[src/rtl/seq_pkg.sv]
package seq_pkg;
  typedef enum logic [2:0] {
    RX_IDLE,
    RX_START,
    RX_DATA,
    RX_STOP,
    RX_BREAK
  } rx_state_e;

  typedef enum logic {
    PH_LOAD,
    PH_PLAY
  } phase_e;
endpackage

[src/rtl/seq_uart_rx.sv]
module seq_uart_rx import seq_pkg::*; #(
  parameter int OS_DIV = 4
) (
  input  logic       clk,
  input  logic       rst_n,
  input  logic       rx_i,
  output logic [7:0] byte_o,
  output logic       valid_o
);
  localparam int DW = (OS_DIV > 1) ? $clog2(OS_DIV) : 1;

  logic [1:0]  sync_q;
  rx_state_e   state_q, state_d;
  logic [DW-1:0] div_q, div_d;
  logic [3:0]  os_q, os_d;
  logic [2:0]  bit_q, bit_d;
  logic [7:0]  sh_q, sh_d;
  logic        valid_q, valid_d;
  logic        rx, tick;

  assign rx   = sync_q[1];
  assign tick = (div_q == DW'(OS_DIV - 1));

  always_comb begin
    state_d = state_q;
    div_d   = tick ? '0 : div_q + 1'b1;
    os_d    = os_q;
    bit_d   = bit_q;
    sh_d    = sh_q;
    valid_d = 1'b0;
    case (state_q)
      RX_IDLE: begin
        div_d = '0;
        os_d  = '0;
        if (!rx) state_d = RX_START;
      end
      RX_START: if (tick) begin
        os_d = os_q + 4'd1;
        if (os_q == 4'd7) begin
          os_d  = '0;
          bit_d = '0;
          state_d = rx ? RX_IDLE : RX_DATA;
        end
      end
      RX_DATA: if (tick) begin
        os_d = os_q + 4'd1;
        if (os_q == 4'd15) begin
          sh_d  = {rx, sh_q[7:1]};
          bit_d = bit_q + 3'd1;
          if (bit_q == 3'd7) state_d = RX_STOP;
        end
      end
      RX_STOP: if (tick) begin
        os_d = os_q + 4'd1;
        if (os_q == 4'd15) begin
          valid_d = rx;
          state_d = rx ? RX_IDLE : RX_BREAK;
        end
      end
      RX_BREAK: if (rx) state_d = RX_IDLE;
      default: state_d = RX_IDLE;
    endcase
  end

  always_ff @(posedge clk or negedge rst_n) begin
    if (!rst_n) begin
      sync_q  <= 2'b11;
      state_q <= RX_IDLE;
      div_q   <= '0;
      os_q    <= '0;
      bit_q   <= '0;
      sh_q    <= '0;
      valid_q <= 1'b0;
    end else begin
      sync_q  <= {sync_q[0], rx_i};
      state_q <= state_d;
      div_q   <= div_d;
      os_q    <= os_d;
      bit_q   <= bit_d;
      sh_q    <= sh_d;
      valid_q <= valid_d;
    end
  end

  assign byte_o  = sh_q;
  assign valid_o = valid_q;
endmodule

[src/rtl/seq_row_packer.sv]
module seq_row_packer #(
  parameter int WIDTH = 32
) (
  input  logic             clk,
  input  logic             rst_n,
  input  logic [7:0]       byte_i,
  input  logic             valid_i,
  input  logic             accept_i,
  input  logic             clear_i,
  output logic [WIDTH-1:0] word_o,
  output logic             we_o
);
  localparam int BYTES = WIDTH / 8;
  localparam int CW    = (BYTES > 1) ? $clog2(BYTES) : 1;

  logic [CW-1:0]      cnt_q, cnt_d;
  logic [WIDTH-9:0]   acc_q, acc_d;
  logic               take, last;

  assign word_o = {acc_q, byte_i};
  assign take   = valid_i && accept_i && !clear_i;
  assign last   = (cnt_q == CW'(BYTES - 1));
  assign we_o   = take && last;

  always_comb begin
    cnt_d = cnt_q;
    acc_d = acc_q;
    if (clear_i) begin
      cnt_d = '0;
    end else if (take) begin
      acc_d = word_o[WIDTH-9:0];
      cnt_d = last ? '0 : cnt_q + 1'b1;
    end
  end

  always_ff @(posedge clk or negedge rst_n) begin
    if (!rst_n) begin
      cnt_q <= '0;
      acc_q <= '0;
    end else if (take || clear_i) begin
      cnt_q <= cnt_d;
      acc_q <= acc_d;
    end
  end
endmodule

[src/rtl/seq_addr_gen.sv]
module seq_addr_gen import seq_pkg::*; #(
  parameter int DEPTH = 16
) (
  input  logic                     clk,
  input  logic                     rst_n,
  input  logic                     we_i,
  input  logic                     restart_i,
  output logic [$clog2(DEPTH)-1:0] addr_o,
  output logic                     play_o
);
  localparam int AW = $clog2(DEPTH);
  localparam logic [AW-1:0] LAST = AW'(DEPTH - 1);

  phase_e        phase_q, phase_d;
  logic [AW-1:0] addr_q, addr_d;
  logic          en;

  assign en = restart_i || we_i || (phase_q == PH_PLAY);

  always_comb begin
    phase_d = phase_q;
    addr_d  = addr_q;
    if (restart_i) begin
      phase_d = PH_LOAD;
      addr_d  = '0;
    end else if (phase_q == PH_LOAD) begin
      if (we_i) begin
        if (addr_q == LAST) begin
          phase_d = PH_PLAY;
          addr_d  = '0;
        end else begin
          addr_d = addr_q + 1'b1;
        end
      end
    end else begin
      addr_d = (addr_q == LAST) ? '0 : addr_q + 1'b1;
    end
  end

  always_ff @(posedge clk or negedge rst_n) begin
    if (!rst_n) begin
      phase_q <= PH_LOAD;
      addr_q  <= '0;
    end else if (en) begin
      phase_q <= phase_d;
      addr_q  <= addr_d;
    end
  end

  assign addr_o = addr_q;
  assign play_o = (phase_q == PH_PLAY);
endmodule

[src/rtl/seq_row_ram.sv]
module seq_row_ram #(
  parameter int WIDTH = 32,
  parameter int DEPTH = 16
) (
  input  logic                     clk,
  input  logic                     rst_n,
  input  logic [$clog2(DEPTH)-1:0] addr_i,
  input  logic                     we_i,
  input  logic [WIDTH-1:0]         wdata_i,
  input  logic                     rd_en_i,
  output logic [WIDTH-1:0]         q_o
);
  logic [WIDTH-1:0] mem [DEPTH];
  logic [WIDTH-1:0] q_q;

  always_ff @(posedge clk) begin
    if (we_i) mem[addr_i] <= wdata_i;
  end

  always_ff @(posedge clk or negedge rst_n) begin
    if (!rst_n) q_q <= '0;
    else        q_q <= rd_en_i ? mem[addr_i] : '0;
  end

  assign q_o = q_q;
endmodule

[src/rtl/seq_pattern_player.sv]
module seq_pattern_player #(
  parameter int WIDTH  = 32,
  parameter int DEPTH  = 16,
  parameter int OS_DIV = 4
) (
  input  logic             clk,
  input  logic             rst_n,
  input  logic             restart_i,
  input  logic             rx_i,
  output logic [WIDTH-1:0] ctrl_o
);
  localparam int AW = $clog2(DEPTH);

  logic             rst_meta_q, rst_n_s;
  logic [7:0]       rx_byte;
  logic             rx_valid;
  logic [WIDTH-1:0] row_word;
  logic             ram_we;
  logic [AW-1:0]    addr;
  logic             play;
  logic             rd_en;

  always_ff @(posedge clk or negedge rst_n) begin
    if (!rst_n) begin
      rst_meta_q <= 1'b0;
      rst_n_s    <= 1'b0;
    end else begin
      rst_meta_q <= 1'b1;
      rst_n_s    <= rst_meta_q;
    end
  end

  seq_uart_rx #(.OS_DIV(OS_DIV)) u_rx (
    .clk(clk), .rst_n(rst_n_s), .rx_i(rx_i),
    .byte_o(rx_byte), .valid_o(rx_valid)
  );

  seq_row_packer #(.WIDTH(WIDTH)) u_pack (
    .clk(clk), .rst_n(rst_n_s), .byte_i(rx_byte), .valid_i(rx_valid),
    .accept_i(!play), .clear_i(restart_i),
    .word_o(row_word), .we_o(ram_we)
  );

  seq_addr_gen #(.DEPTH(DEPTH)) u_addr (
    .clk(clk), .rst_n(rst_n_s), .we_i(ram_we), .restart_i(restart_i),
    .addr_o(addr), .play_o(play)
  );

  assign rd_en = play && !restart_i;

  seq_row_ram #(.WIDTH(WIDTH), .DEPTH(DEPTH)) u_ram (
    .clk(clk), .rst_n(rst_n_s), .addr_i(addr), .we_i(ram_we),
    .wdata_i(row_word), .rd_en_i(rd_en), .q_o(ctrl_o)
  );
endmodule

[config.mk]
export PLATFORM = sky130hd
export DESIGN_NAME = seq_pattern_player
export DESIGN_NICKNAME = d
export VERILOG_FILES = /design/src/rtl/seq_pkg.sv /design/src/rtl/seq_uart_rx.sv /design/src/rtl/seq_row_packer.sv /design/src/rtl/seq_addr_gen.sv /design/src/rtl/seq_row_ram.sv /design/src/rtl/seq_pattern_player.sv
export SDC_FILE = /design/constraint.sdc
export NUM_CORES = 1
export LEC_CHECK = 0
export BUFFER_PORTS_ARGS = -buffer_cell sky130_fd_sc_hd__buf_2
export CORE_UTILIZATION = 60
export DETAILED_ROUTE_END_ITERATION = 10
export PLACE_DENSITY = 0.86
export SLEW_MARGIN = 0
export SYNTH_ARGS = -nofsm -noshare
export SYNTH_HDL_FRONTEND = slang
export SYNTH_SLANG_ARGS = --single-unit
[constraint.sdc]
create_clock -name clk -period 3.5 [get_ports clk]
set_input_delay 0.35 -clock clk [delete_from_list [all_inputs] [get_ports clk]]
set_output_delay 0.35 -clock clk [all_outputs]
set_load 0.02 [all_outputs]
==> summary.txt, run 1 <==
Setup path
  • CP Class: reg2reg
  • Critical path capture point type: flop
  • Maximum fanout along the worst path: 32
  • CP max-delay cell: buf_4
  • Worst path required time: 3.73 ns
  • RR Startpoint: u_addr.play_o$_DFFE_PN0P_
  • CP startpoint: u_addr.play_o$_DFFE_PN0P_
  • Worst EP arrival: approximately 2.8 ns
  • Crit-path cells: nand2b_1 > nor2_4 > nand3_1 > nor3_4 > buf_4
  • CP startpoint kind: flop
  • Crit path largest cell delay: around 0.56 ns

CTS
  • Worst skew pair latency: approximately 0.6 ns
  • CTS H-tree depth: 2
  • Clock Tree Root: clkbuf_16
  • CTS Buffer Depth: 3
  • Number of gates resized after CTS: 0
  • CTS sink count: 600
  • Clk pin slew, worst setup/hold paths: 0.06 ns
  • CTS tree: built
  • Cts bufs inserted: 56

Global route
  • Total track usage: 0.271
  • Largest net degree at the start of global routing: a little over 70
  • Grt ovf: 0
  • First-pass GRT wire length: about 73,000 um
  • Vias in the first global route: between 10,000 and 15,000
  • Initial antenna violation count: 1

Final layout
  • Post-Layout Cell Count: 1,617
  • Multi-input gate area: about 4700 um2
  • Filler Cell Count: ~2,100
  • Register Area: around 18,000 um2
  • Share of layout cells above drive strength 1: 0.299
  • NumNets Final: 1,114
  • P&R area growth vs syn: 13.0%

Synth
  • Post-synthesis register bit count: 600
  • Post-synthesis adder-cell area fraction: 0.00557
  • Register area share after synthesis: 0.783
  • Asr flop ratio synth: 0.147
  • Mapped Cells: 1,027
  • Syn_nets: ~1,000
  • Synth unique cells: between 40 and 50
  • Ys Warns: 0
  • Syn Std Cell Area: between 20,000 and 25,000 um2
  • Mean Syn Cell Area: between 20 and 25 um2
  • Largest family of logic cells by synthesized area: multiplexers
  • Top cells by area, synth: edfxtp_1, mux4_2, dfrtp_1
  • Top FF cell, synth: edfxtp_1
  • Mux contribution to synthesized area: 0.148
  • Synth top area share: 0.684
  • Number of synthesized flops with an enable pin: between 500 and 600
  • Compound-Gate Fraction of Synth Area: 0.0274
  • XOR/XNOR Fraction of Synth Area: 0.000390
  • Synth Area in Simple Gates: 0.0221
  • Synth area leader: edfxtp_1

Power
  • Fraction of power spent switching nets: 0.191
  • Power share of the combinational group: 0.011
  • Cell leakage power: 8.46 nW
  • Clock group share of total power: 0.446
  • Worst vdd ir: around 0.46 mV
  • P_sw: around 2.7 mW
  • Internal power: about 12 mW
  • Register share of total power: 0.543
  • Power per cell area: approximately 560 nW/um2

STA
  • # setup viols final: 0
  • Slew @ Worst Pin: roughly 0.87 ns
  • Final Cycle Share: 0.735
  • Final hold viol count: 0
  • Skew final: a little over 0.02 ns
  • Slew Limit Fails: 0
  • Achievable frequency: around 390 MHz
  • Fin Setup TNS: 0 ns
  • RSZ-0062 raised after global routing: no
  • Max_slew headroom: 0.416
  • Post-layout min period: ~2.6 ns

Placement
  • Cell total after placement: ~1,500
  • Port bufs: 35
  • HPWL Detailed: between 20,000 and 30,000 um
  • GP Congestion: 0.791

Floorplanning
  • FP Rows: 70
  • Die Height: 195 um
  • Die W: around 200 um
  • Core area: ~37,000 um2
  • Initial Util: 0.612
  • Io pins: 36
  • Die area: between 30,000 and 40,000 um2

Detailed routing
  • First-pass iteration count of the detailed router: 5
  • WL/cell: about 31 um
  • DR DRC count: 0
  • DR vias/cell: between 6 and 7
  • Vias post-DR: about 11,000
  • Post-Route WL: around 49,000 um
  • DR iter-0 viols: around 1,200
  • Post-route ant nets: 0

Min path
  • Worst Hold Class: in2reg
  • Hold path start: restart_i

Run status
  • Status: completed

Flow run
  • Max-Cap Viols: 0
logic make-up after synthesis:
kind of cell / after synthesis
fa+ha+maj: 10
other cells: 1
buf+inv: 56
flops: 600
simple gates: 108
xor+xnor: 1
mux: 167
compound gates: 84
power groups by stage:
stage | logic [mW] | clock network, mW | registers [mW]
after floorplan | 0.159 | 0 | 7.88
after global placement | 0.152 | 0 | 7.91
after detailed placement | 0.161 | 0 | 7.92
after CTS | 0.166 | 6.43 | 7.77
after global routing | 0.188 | 6.70 | 7.77
final | 0.162 | 6.38 | 7.77
repair_timing:
action,4_1_cts,5_1_grt
buffers inserted,0,0
hold endpoints to repair,3,0
endpoints found under the setup margin,0,0
hold buffers,2,0
layout by cell type, fill, tap and decap left out, types with 2 or more instances in the layout:
cell,netlist,final
nand2b_1,5,5
dfrtp_1,86,83
inv_1,3,3
nor3_1,10,6
nand3_1,5,5
nand2_1,46,46
clkinv_1,0,6
nor2_1,27,12
buf_4,1,24
clkinvlp_4,0,4
a22oi_1,64,64
nand4_1,2,2
clkbuf_1,19,14
clkbuf_8,0,8
dfstp_2,2,2
dfrtp_4,0,3
a21oi_1,8,8
nor2b_1,2,2
nor2_4,1,16
nor3_4,0,5
buf_2,20,35
clkbuf_16,0,58
ha_1,10,10
edfxtp_1,512,512
bufinv_16,0,8
mux2i_1,4,4
mux4_2,128,128
o21ai_0,3,3
mux2_2,34,34
buf_12,0,6
clkinv_2,0,7
dlygate4sd3_1,0,2
sequential cells by signal (all words and copies together), names as in the netlist:
signal / flops
u_ram.mem: 512
u_addr.play_o: 1
rst_n_s: 1
u_ram.q_o: 32
rst_meta_q: 1
u_rx.state_q: 3
u_rx.sync_q: 2
u_rx.os_q: 4
u_pack.acc_q: 24
u_addr.addr_o: 4
u_rx.bit_q: 3
u_rx.div_q: 2
u_pack.cnt_q: 2
u_rx.byte_o: 8
u_rx.valid_o: 1
worst max-delay path, delay by kind of cell, from the launching register on:
| kind | cells | cell delay (ns) |
|---|---|---|
| simple gates | 4 | 1.22 |
| flops | 1 | 0.41 |
| buf+inv | 1 | 0.56 |
synth_stat cells, types with 3 or more instances:
master	count
a21oi_1	8
a22oi_1	64
buf_2	20
buf_6	9
clkbuf_1	19
dfrtp_1	86
edfxtp_1	512
ha_1	10
inv_1	3
mux2_2	34
mux2i_1	4
mux4_2	128
nand2_1	46
nand2b_1	5
nand3_1	5
nor2_1	27
nor3_1	10
o21ai_0	3
per-layer routing:
| layer | GRT usage | wire [um] | part of all wire | vias up |
|---|---|---|---|---|
| li1 | - | - | - | 4391 |
| met1 | 0.354 | 18200 | 0.37 | 5743 |
| met2 | 0.461 | 25700 | 0.52 | 616 |
| met3 | 0.0468 | 3930 | 0.079 | 101 |
| met4 | 0.101 | 1630 | 0.033 | 0 |
| met5 | 0 | 0 | 0 | - |
final cells by class:
type	instances	area share
clock inverter	26	0.0136
timing repair buffer	67	0.0195
inverter	4	0.000592
antenna	1	0.0000986
clock buffer	80	0.0636
multi-input combinational	371	0.186
sequential	600	0.693
tap	468	0.0231
worst paths after layout:
kind | end | slack (ns) | depth (start not counted)
min | u_addr.addr_o[3]$_DFFE_PN0P_ | 0.06 | 2
max in group asynchronous | u_ram.q_o[26]$_DFF_PN0_ | 2.25 | 1
min reg2reg | rst_n_s$_DFF_PN0_ | 0.35 | 0
max | u_ram.mem[3][1]$_DFFE_PP_ | 0.93 | 5
min in group asynchronous | rst_n_s$_DFF_PN0_ | 0.07 | 2
max reg2reg | u_ram.mem[3][1]$_DFFE_PP_ | 0.93 | 5
per-stage QoR:
stage	utilization	cell area [um2]	hold slack (ns)	total power, mW	setup slack (ns)
3_3_place_gp	0.638	23400	0.136	8.06	1.02
5_1_grt	0.691	25400	0.0609	14.7	0.790
6_report	0.691	25400	0.0646	14.3	0.926
2_1_floorplan	-	22500	0.0544	8.04	0.479
4_1_cts	0.691	25400	0.0388	14.4	0.936
3_5_place_dp	0.638	23400	0.136	8.08	0.969
(Power assumes the default switching activity.)
==> run 2, diff against run 1 <==
- clock period: 3.5 -> 2.6 ns (I/O delays scaled with it)
==> run 2 against run 1 <==
Net effect:
- combinational power grew 56%
- largest power group unchanged
- via count grew 1.2%
- hold slack gained 0.15 ns
- routed wire length shrank 0.55%
- die area is the same
==> summary.txt, run 2 (synthesized netlist as in run 1, its figures left out) <==
Floorplanning
  • Die Height: 195 um (unchanged)
  • Die area: 38,200 um2 (unchanged)
  • Io pins: 36 (unchanged)
  • Core area: 36,700 um2 (unchanged)
  • Die W: 195 um (unchanged)
  • FP Rows: 70 (unchanged)
  • Initial Util: 0.612 (unchanged)

Global route
  • Layer with the highest usage: met2 (unchanged)
  • Largest net degree at the start of global routing: 71 (unchanged)
  • Initial antenna violation count: 0 (was 1)
  • Met2 Track Usage GR: 0.459 (was 0.461)
  • GRT met3 Usage: 0.0508 (was 0.0468)
  • Grt ovf: 0 (unchanged)
  • First-pass GRT wire length: 73,800 um (was 73,200 um)
  • Total track usage: 0.269 (was 0.271)
  • Vias in the first global route: 11,600 (was 11,200)
  • Met1 Use GR: 0.355 (was 0.354)

Setup path
  • CP Class: reg2reg (unchanged)
  • RR Startpoint: u_addr.play_o$_DFFE_PN0P_ (unchanged)
  • CP startpoint kind: flop (unchanged)
  • Maximum fanout along the worst path: 19 (was 32)
  • Worst Reg-to-Reg Cells: 5 (unchanged)
  • CP startpoint: u_addr.play_o$_DFFE_PN0P_ (unchanged)
  • Worst path required time: 2.85 ns (was 3.73 ns)
  • Worst EP arrival: 2.58 ns (was 2.80 ns)
  • Critical path capture point type: flop (unchanged)

Power
  • Power share of the combinational group: 0.013 (was 0.011)
  • Worst vdd ir: 0.487 mV (was 0.459 mV)
  • Fraction of power spent switching nets: 0.194 (was 0.191)
  • Clock group share of total power: 0.441 (was 0.446)
  • Internal power: 15.4 mW (was 11.6 mW)
  • Cell leakage power: 8.84 nW (was 8.46 nW)
  • Power per cell area: 746 nW/um2 (was 564 nW/um2)
  • P_sw: 3.71 mW (was 2.73 mW)
  • Register share of total power: 0.546 (was 0.543)

Final layout
  • Inserted Diodes: 0 (was 1)
  • Layout Utilization: 0.699 (was 0.691)
  • Post-Layout Cell Count: 1,636 (was 1,617)
  • Most frequent cells in the layout: edfxtp_1, mux4_2, dfrtp_1, a22oi_1, clkbuf_16 (unchanged)
  • Largest Register: u_ram.mem (unchanged)
  • NumNets Final: 1,135 (was 1,114)
  • Filler Cell Count: 2,011 (was 2,090)
  • P&R area growth vs syn: 14.1% (was 13.0%)
  • Most common cell after layout, fill and taps aside: edfxtp_1 (unchanged)
  • Largest register FFs: 512 (unchanged)
  • Share of layout cells above drive strength 1: 0.313 (was 0.299)

STA
  • Final WS setup: 0.275 ns (was 0.926 ns)
  • Achievable frequency: 430 MHz (was 389 MHz)
  • Slew @ Worst Pin: 0.761 ns (was 0.873 ns)
  • WHS: 0.219 ns (was 0.0646 ns)
  • Max_slew headroom: 0.492 (was 0.416)
  • Final Cycle Share: 0.894 (was 0.735)
  • Skew final: 0.0167 ns (was 0.0205 ns)
  • Final hold viol count: 0 (unchanged)
  • Post-layout min period: 2.33 ns (was 2.57 ns)
  • Slew Limit Fails: 0 (unchanged)
  • # setup viols final: 0 (unchanged)
  • RSZ-0062 raised after global routing: no (unchanged)

Detailed routing
  • Post-route ant nets: 0 (unchanged)
  • DR iter-0 viols: 1,268 (was 1,164)
  • First-pass iteration count of the detailed router: 5 (unchanged)
  • DR DRC count: 0 (unchanged)
  • WL/cell: 30.1 um (was 30.6 um)
  • Post-Route WL: 49,200 um (was 49,500 um)
  • Vias post-DR: 11,000 (was 10,900)
  • DR vias/cell: 6.71 (about the same)

CTS
  • Clk pin slew, worst setup/hold paths: 0.07 ns (was 0.06 ns)
  • Number of gates resized after CTS: 0 (unchanged)
  • CTS Buffer Depth: 3 (unchanged)
  • CTS H-tree depth: 2 (unchanged)
  • CTS sink count: 600 (unchanged)
  • CTS Hold Bufs: 4 (was 2)
  • Cts bufs inserted: 57 (was 56)
  • Post-CTS setup buffer count: 0 (unchanged)
  • Worst skew pair latency: 0.60 ns (was 0.61 ns)
  • CTS tree: built (unchanged)
  • Clock Tree Root: clkbuf_16 (unchanged)

Flow run
  • Max-Cap Viols: 0 (unchanged)

Placement
  • Cell total after placement: 1,526 (was 1,508)
  • HPWL Detailed: 25,700 um (was 26,000 um)
  • GP Congestion: 0.760 (was 0.791)
  • Pre-CTS setup slack: 0.383 ns (was 0.969 ns)
  • Port bufs: 35 (unchanged)

Run status
  • Status: completed (unchanged)

Min path
  • Worst Hold Class: reg2async (was in2reg)
run 2: cell types whose count changed in the layout (fill, tap and decap cells not counted), sizes merged:
cell and delta:
buf +18, bufinv -3, clkinv +3, clkinvlp -3
inv +3, dlygate4sd3 +2, diode -1
run 2: path summary, 6_finish.rpt:
path	end	slack, ns
worst max-delay path	u_ram.mem[3][9]$_DFFE_PP_	0.27
worst min-delay path	u_ram.q_o[10]$_DFF_PN0_	0.22
worst max register to register	u_ram.mem[3][9]$_DFFE_PP_	0.27
worst min register to register	u_ram.q_o[10]$_DFF_PN0_	0.22
max in group asynchronous	u_ram.q_o[20]$_DFF_PN0_	1.60
min in group clk	u_rx.sync_q[0]$_DFF_PN1_	0.32
run 2: layout make-up:
type,instances,area [um2],area share
clock buffers,80,1660,0.0649
multi-input cells,371,4730,0.184
inverters,4,15.0,0.000586
clock inverters,26,264,0.0103
repair buffers,87,788,0.0307
flip-flops and latches,600,17600,0.686
well taps,468,586,0.0228
run 2: power groups by stage:
stage / clock [mW] / sequential, mW / combinational, mW
final: 8.44 / 10.4 / 0.252
after global placement: 0 / 10.6 / 0.221
after CTS: 8.53 / 10.4 / 0.253
after floorplan: 0 / 10.6 / 0.214
after global routing: 8.88 / 10.5 / 0.284
after detailed placement: 0 / 10.6 / 0.249
run 2: stage by stage:
| step | power, mW | area [um2] | setup TNS (ns) |
|---|---|---|---|
| 3_3_place_gp | 10.9 | 23700 | 0 |
| 3_5_place_dp | 10.9 | 23700 | 0 |
| 4_1_cts | 19.2 | 25600 | 0 |
| 6_report | 19.1 | 25600 | 0 |
| 2_1_floorplan | 10.8 | 22500 | -151.26 |
| 5_1_grt | 19.6 | 25600 | 0 |
run 2: per-layer routing:
layer | wire (um) | vias up
met2 | 25800 | 602
met4 | 1230 | 0
li1 | - | 4427
met5 | 0 | -
met3 | 3710 | 97
met1 | 18400 | 5855
run 2: critical path, cell delays in order (launching register included):
cell      delay [ns]
dfrtp_1         0.42
nand2b_1        0.25
nor2_4          0.17
nand3_1         0.42
nor3_4          0.31
buf_4           0.41
==> run 3, diff against run 2 <==
- clock period: 2.6 -> 2.2 ns (I/O delays scaled with it)
==> run 3 against run 2 <==
Net effect:
- count of clock-buffer cells in the layout fell by 2
- utilization grew 0.34 points
- non-clock buffer count up 13
- combinational power up 15%
- global-route usage rose by 1.8 points
- final area grew 0.49%
- setup slack lost 0.25 ns
- clock skew increased by 0.0060 ns
- routed wire length up 6.3%
- via count is 2.7% higher
- first-iteration DRC count is 12% higher
- largest cell class unchanged
- largest power group unchanged
==> summary.txt, run 3 (synthesized netlist as in run 1, its figures left out) <==
Final layout
  • Most common cell after layout, fill and taps aside: edfxtp_1 (unchanged)
  • NumNets Final: 1,145 (was 1,135)
  • Most frequent cells in the layout: edfxtp_1, mux4_2, dfrtp_1, a22oi_1, clkbuf_16 (unchanged)
  • Share of layout cells above drive strength 1: 0.319 (was 0.313)
  • P&R area growth vs syn: 14.7% (was 14.1%)
  • Largest Register: u_ram.mem (unchanged)
  • Inserted Diodes: 0 (unchanged)
  • Largest register FFs: 512 (unchanged)

Setup path
  • Critical path capture point type: flop (unchanged)
  • R2r setup slk: 0.03 ns (was 0.27 ns)
  • RR Startpoint: u_addr.addr_o[2]$_DFFE_PN0P_ (was u_addr.play_o$_DFFE_PN0P_)
  • Worst Reg-to-Reg Cells: 4 (was 5)
  • Maximum fanout along the worst path: 32 (was 19)
  • Worst path required time: 2.74 ns (was 2.85 ns)
  • CP startpoint kind: flop (unchanged)
  • CP Class: reg2reg (unchanged)
  • Reg-to-reg endpoint: u_ram.q_o[19]$_DFF_PN0_ (was u_ram.mem[3][9]$_DFFE_PP_)
  • Worst EP arrival: 2.71 ns (was 2.58 ns)

Floorplanning
  • Die Height: 195 um (unchanged)
  • Die area: 38,200 um2 (unchanged)
  • Core area: 36,700 um2 (unchanged)
  • Die W: 195 um (unchanged)
  • Initial Util: 0.612 (unchanged)
  • FP Rows: 70 (unchanged)
  • Io pins: 36 (unchanged)

CTS
  • Clock Tree Root: clkbuf_16 (unchanged)
  • CTS sink count: 600 (unchanged)
  • Cts bufs inserted: 54 (was 57)
  • CTS H-tree depth: 2 (unchanged)
  • Worst skew pair latency: 0.62 ns (was 0.60 ns)
  • Clk pin slew, worst setup/hold paths: 0.06 ns (was 0.07 ns)
  • CTS Buffer Depth: 3 (unchanged)
  • CTS tree: built (unchanged)

Power
  • Power per cell area: 863 nW/um2 (was 746 nW/um2)
  • Pwr Total: 22.2 mW (was 19.1 mW)
  • Worst vdd ir: 0.972 mV (was 0.487 mV)
  • Cell leakage power: 8.86 nW (was 8.84 nW)

Global route
  • First-pass GRT wire length: 77,600 um (was 73,800 um)
  • Grt ovf: 0 (unchanged)
  • Largest net degree at the start of global routing: 56 (was 71)
  • Initial antenna violation count: 0 (unchanged)
  • Total track usage: 0.287 (was 0.269)
  • Vias in the first global route: 12,000 (was 11,600)

Detailed routing
  • Vias post-DR: 11,300 (was 11,000)
  • M1 WL: 18,700 um (was 18,400 um)
  • DR iter-0 viols: 1,415 (was 1,268)
  • DR DRC count: 0 (unchanged)
  • WL/cell: 31.8 um (was 30.1 um)
  • First-pass iteration count of the detailed router: 5 (unchanged)
  • Post-Route WL: 52,300 um (was 49,200 um)
  • DR WL met2: 26,800 um (was 25,800 um)
  • DR top layer: met4 (unchanged)
  • Post-route ant nets: 0 (unchanged)
  • Metal3 WL: 4510 um (was 3710 um)
  • DR vias/cell: 6.86 (was 6.71)

Placement
  • Port bufs: 35 (unchanged)
  • GP Congestion: 0.783 (was 0.760)
  • HPWL Detailed: 27,200 um (was 25,700 um)
  • Pre-CTS setup slack: 0.0758 ns (was 0.383 ns)

STA
  • Slew @ Worst Pin: 1.32 ns (was 0.761 ns)
  • Final WS setup: 0.0295 ns (was 0.275 ns)
  • Skew final: 0.0227 ns (was 0.0167 ns)
  • Fin Setup TNS: 0 ns (unchanged)
  • # setup viols final: 0 (unchanged)
  • Post-layout min period: 2.17 ns (was 2.33 ns)
  • Final Cycle Share: 0.987 (was 0.894)
  • RSZ-0062 raised after global routing: yes (was no)
  • Max_slew headroom: 0.118 (was 0.492)
  • Final hold viol count: 0 (unchanged)
  • Slew Limit Fails: 0 (unchanged)
  • Achievable frequency: 461 MHz (was 430 MHz)

Flow run
  • Max-Cap Viols: 0 (unchanged)

Min path
  • Worst Hold Class: reg2async (unchanged)

Run status
  • Status: completed (unchanged)
[run 3: per-stage QoR]
stage          hold slack (ns)  instances  utilization  instance area, um2
6_report                 0.226       1645        0.702               25800
5_1_grt                  0.248       1645        0.702               25800
4_1_cts                  0.230       1645        0.702               25800
3_5_place_dp           0.00575       1539        0.651               23900
3_3_place_gp           0.00674       1539        0.651               23900
2_1_floorplan          -0.0756       1027            -               22600
[run 3: per-layer routing]
| layer | track usage | vias up |
|---|---|---|
| met5 | 0 | - |
| met3 | 0.0506 | 148 |
| met1 | 0.374 | 5875 |
| met4 | 0.134 | 0 |
| li1 | - | 4443 |
| met2 | 0.477 | 812 |
[run 3: area by class of cell]
cell class              instances  area, um2
flip-flops and latches        600      17600
fillers                      2037      10900
multi-input cells             371       4780
clock buffers                  78       1510
repair buffers                100        973
well taps                     468        586
clock inverters                24        297
inverters                       4       22.5
[run 3: worst max-delay path by stage]
stage                            startpoint                         to  slack [ns]  depth (start not counted)
2_1_floorplan  u_addr.addr_o[0]$_DFFE_PN0P_  u_ram.mem[2][0]$_DFFE_PP_       -0.23                          7
3_3_place_gp      u_addr.play_o$_DFFE_PN0P_  u_ram.mem[2][4]$_DFFE_PP_        0.19                          5
3_5_place_dp                      restart_i    u_ram.q_o[19]$_DFF_PN0_        0.08                          5
4_1_cts           u_addr.play_o$_DFFE_PN0P_    u_ram.q_o[19]$_DFF_PN0_        0.03                          4
5_1_grt        u_addr.addr_o[2]$_DFFE_PN0P_    u_ram.q_o[19]$_DFF_PN0_      -0.005                          4
6_report       u_addr.addr_o[2]$_DFFE_PN0P_    u_ram.q_o[19]$_DFF_PN0_        0.03                          4
[run 3: worst max-delay path, stage by stage (launching register included)]
cell and delay, ns:
dfrtp_1 0.43, nand2b_1 0.23, nor2_4 0.96, a22oi_1 0.24, nand2_1 0.18
[run 3: repair_timing]
action	CTS	global route
hold buffers	4	0
buffers inserted	0	0
hold endpoints to repair	9	0
resized for setup	0	2
setup endpoints to repair	0	19
[run 3: power breakdown]
part           switching [mW]  internal (mW)
combinational           0.152          0.139
sequential             0.0961           12.2
clock                    4.09           5.50
total                    4.34           17.9
